`src/rtl/wql_pkg.sv`:
```
package wql_pkg;
  // Strobes from the pointer control to the queue datapath.
  typedef struct packed {
    logic push;    // accepted write reservation at tail
    logic pop;     // commit of the head entry
    logic rewind;  // rollback this cycle
  } wqlStrobe_t;
endpackage

```
`src/rtl/wql_ctrl.sv`:
```
module wql_ctrl #(
  parameter int DEPTH = 4,
  parameter int IDX_W = 2,
  parameter int PTR_W = 3
) (
  input  logic                  clk,
  input  logic                  rstN,
  input  logic                  resWrValid,
  input  logic                  relWrValid,
  input  logic                  rbValid,
  input  logic [PTR_W-1:0]      rbTail,
  output wql_pkg::wqlStrobe_t   strobe,
  output logic [IDX_W-1:0]      headIdx,
  output logic [IDX_W-1:0]      tailIdx,
  output logic [DEPTH-1:0]      liveMask,
  output logic [DEPTH-1:0]      killMask,
  output logic                  resWrReady,
  output logic [PTR_W-1:0]      ckptTail
);
  logic [PTR_W-1:0] headPtr, tailPtr;
  logic [PTR_W-1:0] count, rbCount;
  logic             full;

  assign count      = tailPtr - headPtr;
  assign rbCount    = rbTail - headPtr;
  assign full       = (count == PTR_W'(DEPTH));
  assign resWrReady = !full && !rbValid;
  assign headIdx    = headPtr[IDX_W-1:0];
  assign tailIdx    = tailPtr[IDX_W-1:0];
  assign ckptTail   = tailPtr;

  assign strobe.push   = resWrValid && resWrReady;
  assign strobe.pop    = relWrValid && (count != '0);
  assign strobe.rewind = rbValid;

  // Age of each slot relative to head decides occupancy and rollback kill.
  always_comb begin
    logic [IDX_W-1:0] age;
    for (int i = 0; i < DEPTH; i++) begin
      age = IDX_W'(i) - headIdx;
      liveMask[i] = ({1'b0, age} < count);
      killMask[i] = ({1'b0, age} >= rbCount) && ({1'b0, age} < count);
    end
  end

  always_ff @(posedge clk) begin
    if (!rstN) begin
      headPtr <= '0;
      tailPtr <= '0;
    end else begin
      headPtr <= headPtr + PTR_W'(strobe.pop);
      if (strobe.rewind) tailPtr <= rbTail;
      else               tailPtr <= tailPtr + PTR_W'(strobe.push);
    end
  end
endmodule

```
`src/rtl/wql_datapath.sv`:
```
module wql_datapath #(
  parameter int DEPTH  = 4,
  parameter int ADDR_W = 4,
  parameter int DATA_W = 16,
  parameter int NRD    = 2,
  parameter int IDX_W  = 2,
  parameter int RID_W  = 1
) (
  input  logic                clk,
  input  logic                rstN,
  input  wql_pkg::wqlStrobe_t strobe,
  input  logic [IDX_W-1:0]    headIdx,
  input  logic [IDX_W-1:0]    tailIdx,
  input  logic [DEPTH-1:0]    liveMask,
  input  logic [DEPTH-1:0]    killMask,
  input  logic [ADDR_W-1:0]   resWrAddr,
  input  logic                wrValid,
  input  logic [IDX_W-1:0]    wrIdx,
  input  logic [DATA_W-1:0]   wrData,
  input  logic                resRdValid,
  input  logic [RID_W-1:0]    resRdId,
  input  logic [ADDR_W-1:0]   resRdAddr,
  input  logic [RID_W-1:0]    blkRdId,
  input  logic [RID_W-1:0]    rdId,
  input  logic                relRdValid,
  input  logic [RID_W-1:0]    relRdId,
  output logic                blkRdGo,
  output logic [DATA_W-1:0]   rdData
);
  localparam int NSTORE = 1 << ADDR_W;

  logic [ADDR_W-1:0] qAddr  [DEPTH];
  logic [DATA_W-1:0] qData  [DEPTH];
  logic [DEPTH-1:0]  qValid;
  logic [DATA_W-1:0] store  [NSTORE];

  logic              trDep  [NRD];
  logic [IDX_W-1:0]  trIdx  [NRD];
  logic [DATA_W-1:0] trSnap [NRD];

  // Youngest-match search over occupied slots, scanned oldest to youngest.
  logic             hit, hitHead, headOnly;
  logic [IDX_W-1:0] hitIdx;
  always_comb begin
    logic [IDX_W-1:0] idx;
    hit     = 1'b0;
    hitHead = 1'b0;
    hitIdx  = headIdx;
    for (int k = 0; k < DEPTH; k++) begin
      idx = headIdx + IDX_W'(k);
      if (liveMask[idx] && (qAddr[idx] == resRdAddr)) begin
        hit     = 1'b1;
        hitIdx  = idx;
        hitHead = (k == 0);
      end
    end
    headOnly = hit && hitHead && strobe.pop;
  end

  // Same-cycle bypass from the write port into readiness and data.
  logic [IDX_W-1:0] blkEntry, rdEntry;
  assign blkEntry = trIdx[blkRdId];
  assign rdEntry  = trIdx[rdId];
  assign blkRdGo  = !trDep[blkRdId] || qValid[blkEntry] ||
                    (wrValid && (wrIdx == blkEntry));
  always_comb begin
    if (!trDep[rdId])                         rdData = trSnap[rdId];
    else if (wrValid && (wrIdx == rdEntry))   rdData = wrData;
    else                                      rdData = qData[rdEntry];
  end

  always_ff @(posedge clk) begin
    if (!rstN) begin
      qValid <= '0;
      for (int i = 0; i < DEPTH; i++) begin
        qAddr[i] <= '0;
        qData[i] <= '0;
      end
      for (int a = 0; a < NSTORE; a++) store[a] <= '0;
      for (int t = 0; t < NRD; t++) begin
        trDep[t]  <= 1'b0;
        trIdx[t]  <= '0;
        trSnap[t] <= '0;
      end
    end else begin
      // queue entries
      if (wrValid) begin
        qData[wrIdx]  <= wrData;
        qValid[wrIdx] <= 1'b1;
      end
      if (strobe.pop) begin
        store[qAddr[headIdx]] <= qData[headIdx];
        qValid[headIdx]       <= 1'b0;
      end
      if (strobe.rewind) begin
        for (int i = 0; i < DEPTH; i++)
          if (killMask[i]) qValid[i] <= 1'b0;
      end
      if (strobe.push) begin
        qAddr[tailIdx]  <= resWrAddr;
        qValid[tailIdx] <= 1'b0;
      end
      // read trackers: snapshot on commit of dependency, then release, then reserve
      for (int t = 0; t < NRD; t++) begin
        if (strobe.pop && trDep[t] && (trIdx[t] == headIdx)) begin
          trSnap[t] <= qData[headIdx];
          trDep[t]  <= 1'b0;
        end
      end
      if (relRdValid) trDep[relRdId] <= 1'b0;
      if (resRdValid) begin
        if (hit && !headOnly) begin
          trDep[resRdId] <= 1'b1;
          trIdx[resRdId] <= hitIdx;
        end else begin
          trDep[resRdId]  <= 1'b0;
          trSnap[resRdId] <= headOnly ? qData[headIdx] : store[resRdAddr];
        end
      end
    end
  end
endmodule

```
`src/rtl/wq_hazard_lock.sv`:
```
module wq_hazard_lock #(
  parameter int ADDR_W = 4,
  parameter int DATA_W = 16,
  parameter int DEPTH  = 4,
  parameter int NRD    = 2,
  localparam int IDX_W = $clog2(DEPTH),
  localparam int PTR_W = IDX_W + 1,
  localparam int RID_W = (NRD > 1) ? $clog2(NRD) : 1
) (
  input  logic              clk,
  input  logic              rstN,
  input  logic              resWrValid,
  input  logic [ADDR_W-1:0] resWrAddr,
  output logic              resWrReady,
  output logic [IDX_W-1:0]  resWrIdx,
  input  logic              wrValid,
  input  logic [IDX_W-1:0]  wrIdx,
  input  logic [DATA_W-1:0] wrData,
  input  logic              relWrValid,
  input  logic              resRdValid,
  input  logic [RID_W-1:0]  resRdId,
  input  logic [ADDR_W-1:0] resRdAddr,
  input  logic [RID_W-1:0]  blkRdId,
  output logic              blkRdGo,
  input  logic [RID_W-1:0]  rdId,
  output logic [DATA_W-1:0] rdData,
  input  logic              relRdValid,
  input  logic [RID_W-1:0]  relRdId,
  output logic [PTR_W-1:0]  ckptTail,
  input  logic              rbValid,
  input  logic [PTR_W-1:0]  rbTail
);
  wql_pkg::wqlStrobe_t strobe;
  logic [IDX_W-1:0] headIdx, tailIdx;
  logic [DEPTH-1:0] liveMask, killMask;

  assign resWrIdx = tailIdx;

  wql_ctrl #(.DEPTH(DEPTH), .IDX_W(IDX_W), .PTR_W(PTR_W)) ctrl (
    .clk(clk), .rstN(rstN), .resWrValid(resWrValid), .relWrValid(relWrValid),
    .rbValid(rbValid), .rbTail(rbTail), .strobe(strobe), .headIdx(headIdx),
    .tailIdx(tailIdx), .liveMask(liveMask), .killMask(killMask),
    .resWrReady(resWrReady), .ckptTail(ckptTail)
  );

  wql_datapath #(.DEPTH(DEPTH), .ADDR_W(ADDR_W), .DATA_W(DATA_W), .NRD(NRD),
                 .IDX_W(IDX_W), .RID_W(RID_W)) dp (
    .clk(clk), .rstN(rstN), .strobe(strobe), .headIdx(headIdx), .tailIdx(tailIdx),
    .liveMask(liveMask), .killMask(killMask), .resWrAddr(resWrAddr),
    .wrValid(wrValid), .wrIdx(wrIdx), .wrData(wrData), .resRdValid(resRdValid),
    .resRdId(resRdId), .resRdAddr(resRdAddr), .blkRdId(blkRdId), .rdId(rdId),
    .relRdValid(relRdValid), .relRdId(relRdId), .blkRdGo(blkRdGo), .rdData(rdData)
  );
endmodule

```
`config.mk`:
```
export PLATFORM = sky130hd
export DESIGN_NAME = wq_hazard_lock
export DESIGN_NICKNAME = d
export VERILOG_FILES = /design/src/rtl/wql_pkg.sv /design/src/rtl/wql_ctrl.sv /design/src/rtl/wql_datapath.sv /design/src/rtl/wq_hazard_lock.sv
export SDC_FILE = /design/constraint.sdc
export NUM_CORES = 1
export LEC_CHECK = 0
export BUFFER_PORTS_ARGS = -buffer_cell sky130_fd_sc_hd__buf_2
export CORE_MARGIN = 5
export CORE_UTILIZATION = 56
export DETAILED_ROUTE_END_ITERATION = 8
export PLACE_DENSITY = 0.76
export SYNTH_ARGS = -nofsm -noshare
export SYNTH_HDL_FRONTEND = slang
export SYNTH_SLANG_ARGS = --single-unit
export TNS_END_PERCENT = 100
```
`constraint.sdc`:
```
create_clock -name clk -period 4.15 [get_ports clk]
set_input_delay 0.415 -clock clk [delete_from_list [all_inputs] [get_ports clk]]
set_output_delay 0.415 -clock clk [all_outputs]
set_load 0.01 [all_outputs]
```
==> flow_metrics.tcl, run 1 <==
set metrics [dict create \
    status "finished, final reports clean" \
    hold_end "ctrl.ckptTail[1]" \
    start_kind "flip-flop" \
    cts_tree "built" \
    hp-class "in -> reg" \
    synth.cell_area_sq_um 19000 \
    worst_pin_slew_ns 0.922 \
    fin_nets 1552 \
    hold_depth 3 \
    cap_violations 0 \
    htreeDepth 2 \
    placed_area_sq_um 19900 \
    worstSetupEndpointType "flip-flop" \
    hp-start "rbTail[1]" \
    core-area_sq_um 33400 \
    yosysWarnings 0 \
    worstPathMaxFanout 7 \
    rr_worst_depth 13 \
    cts_made_buffers 40 \
    overflow 0 \
    cts_hold_buf 0 \
    synth_fp_nets 1491 \
    first_pass_iters 5 \
    dieWidth_um 194 \
    synth_edf_count 374 \
    ant_nets 0 \
    reg2reg_to "dp.trSnap[0][14]" \
    grt_pass1_vias 12200 \
    grt_pass1_wl_um 69300 \
    vias_per_cell 6.02 \
    post-route-period-util_pct 96.3 \
    skew_ns 0.0261 \
    diodes 0 \
    path_class "reg -> reg" \
    yosysTopAreaCellShare_pct 59.2 \
    fin_crit_ns 4.00 \
    ys_types 61 \
    synth_cells 1425 \
    syn_to_final_growth_pct 12.3 \
    synth_seq_cells 384 \
    required_ns 4.44 \
    cts_sinks 384 \
    antenna_found_initial 0 \
    place.gp.congestion 0.849 \
    setup_viol 0 \
    async_flop_share_pct 0 \
    layout_common_cells "edfxtp_1, nor2_1, nand2_1, mux4_2, buf_2" \
    regToRegSetupSlack_ns 0.15 \
    cts-root-buf "clkbuf_16" \
    pin_count 64 \
    ys_top_cells_by_area "edfxtp_1, mux4_2, nor2_1" \
    synth_ff_type "edfxtp_1" \
    finalPower_mw 11.5 \
    dieArea_sq_um 37600 \
    drive_gt1_share_pct 22.3 \
    power_density_nw_per_um2 542 \
    die_y_um 194 \
    port_buffers 63 \
    hpwl_um 29100 \
    cts-resized-gates 0 \
    clock_latency_ns 0.55 \
    post_synth.cell_area_avg_sq_um 13.3 \
    seq_area_frac_synth_pct 60.3 \
    relSlewSlack_pct 38.4 \
    final-hold-violation-count 0 \
    peakVddDrop_mv 0.452 \
    synth_top_cell_by_area "edfxtp_1" \
    finalMaxSlewViolations 0 \
    drt-initial-drc-count 1234 \
    worstPathArrival_ns 4.29 \
    drc 0 \
    rows 67 \
    mostFrequentLayoutCell "edfxtp_1" \
    holdWs_ns 0.190 \
    fmax_mhz 250 \
    vias 11800 \
    clk_pin_slew_ns 0.07 \
    leakagePower_nw 7.93 \
    start_util_pct 56.7 \
    grt_max_degree 69 \
    wl_per_cell_um 22.1 \
    clockBufferDepth 3 \
    fin_area_sq_um 21300 \
    r2r-start "ctrl.ckptTail[0]" \
    post_cts_buffers 0 \
    grt_usage_pct 23.1 \
    drt-total-wl_um 43400 \
]
==> Yosys cell counts (4+ instances only) <==
library cell    n
nand4_1         4
dfxtp_1        10
mux2_2         18
edfxtp_1      374
a31oi_1        19
clkbuf_1       81
nand3_1         7
buf_4           6
xor2_1          5
a21oi_1         7
o22ai_1        17
xnor2_1        26
nand2_1       139
and2_1         11
ha_1           23
buf_2          14
nor2_1        321
mux4_2        115
a211oi_1       20
a2111oi_0       4
nor3_1          4
mux2i_1        38
inv_1          53
o31ai_1        15
o21ai_1        16
nor2b_1        24
o21ai_0         4
==> per-layer routing <==
layer	wire (um)	GRT usage [%]
met1	18000	32.0
met2	21400	38.6
met3	3170	4.62
met4	807	5.21
met5	0	0
==> worst max-delay path: stages, from the launching register on <==
cell and delay, ns:
dfxtp_1 0.42, inv_1 0.13, ha_1 0.21, inv_1 0.07
fa_1 0.41, inv_1 0.22, ha_1 0.30, o21bai_1 0.24
o32ai_1 0.14, a2111oi_2 0.40, nor3_1 0.14, or4_4 0.48
or3_1 0.39, a31o_1 0.21
==> metrics by stage <==
| stage | std cells | setup slack [ns] | utilization (%) | setup TNS, ns |
|---|---|---|---|---|
| 2_1_floorplan | 1425 | 0.179 | - | 0 |
| 3_3_place_gp | 1892 | 0.178 | 59.5 | 0 |
| 3_5_place_dp | 1892 | 0.0706 | 59.5 | 0 |
| 4_1_cts | 1964 | 0.0623 | 63.6 | 0 |
| 5_1_grt | 1964 | -0.000313 | 63.6 | -0.000313 |
| 6_report | 1964 | 0.152 | 63.6 | 0 |
==> cells by family (layout without fill, tap and decap cells) <==
kind of cell,count (synthesis),after routing,synth area share (%)
simple gates,530,530,11.5
flops,384,384,60.3
mux,172,172,16.8
buf+inv,158,249,3.42
compound gates,123,123,4.59
xor+xnor,33,33,1.66
fa+ha+maj,25,25,1.73
==> sequential cells by signal (all words and copies together), names as in the netlist <==
register / flops
dp.qData: 64
dp.trIdx: 4
ctrl.ckptTail: 3
dp.trDep: 2
dp.trSnap: 32
dp.qAddr: 16
dp.store: 256
dp.qValid: 4
ctrl.headPtr: 3
==> worst max path at each step <==
stage	depth (start not counted)	endpoint	startpoint
6_report	13	dp.trSnap[0][14]	ctrl.ckptTail[0]
5_1_grt	13	dp.trIdx[1][1]	ctrl.ckptTail[0]
4_1_cts	13	dp.trSnap[0][8]	ctrl.ckptTail[0]
3_5_place_dp	13	dp.trSnap[0][8]	ctrl.ckptTail[0]
3_3_place_gp	13	dp.trSnap[0][8]	ctrl.ckptTail[0]
2_1_floorplan	13	dp.trSnap[0][14]	ctrl.headPtr[1]
==> layout make-up <==
type                            instances  area [sq um]
Clock buffer                           48          1050
Clock inverter                         24           310
Fill cell                            2442         12200
Inverter                               53           199
Multi-Input combinational cell        883          6940
Sequential cell                       384         11400
Tap cell                              448           561
Timing Repair Buffer                  124           801
==> where the power goes <==
part	leakage (nW)	total, mW	switching [mW]	internal (mW)
Combinational	3.36	3.11	1.96	1.15
Clock	0.650	3.71	1.51	2.20
Sequential	3.92	4.72	0.111	4.60
Total	7.93	11.5	3.58	7.95
(Power assumes the default switching activity.)
==> run 2, diff against run 1 <==
Settings changed: CORE_UTILIZATION 56 to 40, PLACE_DENSITY 0.76 to unset.
==> run 2 against run 1 <==
  * Global-route usage fell by 6.0 points
  * Non-clock buffer count rose by 4
  * Hold slack got worse by 0.023 ns
  * Cell count grew 8.6%
  * Clock skew shrank 0.0058 ns
  * Routed wire length up 2.6%
  * Critical path type unchanged
  * Largest power group unchanged
==> flow_metrics.tcl, run 2 (synthesis results as in run 1) <==
set metrics [dict create \
    peakVddDrop_mv 0.282 \
    ant_nets 0 \
    r2r-start "ctrl.headPtr[0]" \
    status "finished, final reports clean" \
    rows 79 \
    place.gp.congestion 0.810 \
    grt_pass1_vias 11900 \
    drive_gt1_share_pct 22.7 \
    drt-initial-drc-count 942 \
    multi_input_comb_area_sq_um 6920 \
    antenna_found_initial 0 \
    ff_latch_area_sq_um 11400 \
    cts-root-buf "clkbuf_16" \
    grt_max_degree 68 \
    overflow 0 \
    cts_tree "built" \
    worstPathArrival_ns 4.10 \
    required_ns 4.43 \
    worstPathMaxFanout 18 \
    vias 11700 \
    cts_sinks 384 \
    skew_ns 0.0203 \
    worstSetupEndpointType "flip-flop" \
    syn_to_final_growth_pct 13.0 \
    finalMaxSlewViolations 0 \
    dieWidth_um 228 \
    grt_usage_pct 17.1 \
    start_util_pct 40.6 \
    htreeDepth 2 \
    start_kind "flip-flop" \
    vias_per_cell 5.48 \
    grt_use_met3_pct 3.09 \
    hpwl_um 30200 \
    grt.busiest_layer "met2" \
    cap_violations 0 \
    clockBufferDepth 3 \
    dieArea_sq_um 51900 \
    clock_latency_ns 0.56 \
    core-area_sq_um 46800 \
    drt-total-wl_um 44500 \
    grt_pass1_wl_um 70900 \
    wl_per_cell_um 20.9 \
    gr-usage-met1_pct 24.4 \
    fin_nets 1558 \
    layout_common_cells "edfxtp_1, nor2_1, nand2_1, mux4_2, buf_4" \
    grt_setup_unrepaired "no" \
    pin_count 64 \
    fin_crit_ns 3.81 \
    drc 0 \
    hp-class "in -> reg" \
    mostFrequentLayoutCell "edfxtp_1" \
    hp-start "rbTail[1]" \
    fillers 4183 \
    utilization_pct 45.8 \
    setup_viol 0 \
    cts_made_buffers 42 \
    critPathLaunch "ctrl.headPtr[0]" \
    largest_reg_flops 256 \
    diodes 0 \
    clk_pin_slew_ns 0.07 \
    relSlewSlack_pct 27.5 \
    finalSetupTns_ns 0 \
    fmax_mhz 262 \
    port_buffers 63 \
    final-hold-violation-count 0 \
    worst_pin_slew_ns 1.08 \
    post-route-period-util_pct 91.9 \
    use_met2_pct 27.8 \
    path_class "reg -> reg" \
    post_cts_buffers 0 \
    largestRegisters "dp.store: 256 flops, dp.qData: 64 flops, dp.trSnap: 32 flops" \
    leakagePower_nw 7.94 \
    first_pass_iters 5 \
    die_y_um 228 \
    largest_register "dp.store" \
    power_density_nw_per_um2 529 \
]
## run 2: changes by cell type in the layout (fill, tap and decap cells not counted), sizes merged
cell,change
clkbuf,+5
clkinv,+5
buf,+4
bufinv,-4
clkinvlp,-4
inv,+3
## run 2: worst max-delay path, stage by stage, from the launching register on
cell and delay, ns:
dfxtp_1 0.36, buf_4 0.27, inv_1 0.09, ha_1 0.38, buf_4 0.22, ha_1 0.32
a2111oi_0 0.54, a2111oi_2 0.15, nor3b_1 0.24, nor4b_4 0.28, buf_4 0.32, mux2i_1 0.27
o22ai_1 0.11
## run 2: metrics by stage
stage / instance area [sq um] / hold slack [ns] / cells / setup slack [ns] / power, mW
after global placement: 20100 / 0.532 / 2055 / 0.191 / 7.83
after global routing: 21400 / 0.184 / 2132 / 0.0208 / 11.9
after floorplan: 19000 / 0.485 / 1425 / 0.179 / 6.92
final: 21400 / 0.167 / 2132 / 0.337 / 11.3
after CTS: 21400 / 0.148 / 2132 / 0.0993 / 11.4
after detailed placement: 20100 / 0.535 / 2055 / 0.129 / 7.89
## run 2: path summary, 6_finish.rpt
path	to	slack, ns	depth (start not counted)
setup / recovery	dp.trSnap[0][15]	0.34	12
setup reg to reg	dp.trSnap[0][15]	0.34	12
hold reg to reg	dp.qValid[0]	0.56	2
hold / removal	ctrl.ckptTail[1]	0.17	3
## run 2: repair_timing
action	CTS	global route
resized for setup	0	2
setup endpoints to repair	0	32
hold buffers	0	0
## run 2: cell type report
| cell class | count | area share [%] |
|---|---|---|
| timing repair buffer | 128 | 3.88 |
| clock inverter | 24 | 0.899 |
| multi-input combinational | 883 | 32.3 |
| clock buffer | 53 | 5.10 |
| inverter | 53 | 0.928 |
| sequential | 384 | 53.4 |
| tap | 607 | 3.54 |
## run 2: where the power goes
group | switching, mW | leakage, nW | total, mW | internal, mW
clock network | 1.52 | 0.643 | 3.53 | 2.01
registers | 0.104 | 3.92 | 4.71 | 4.60
logic | 1.95 | 3.38 | 3.11 | 1.16
## run 2: per-layer routing
layer	routed length, um	part of all wire, %
met5	0	0
met4	731	1.6
met3	2370	5.3
met2	21100	47
met1	20200	46
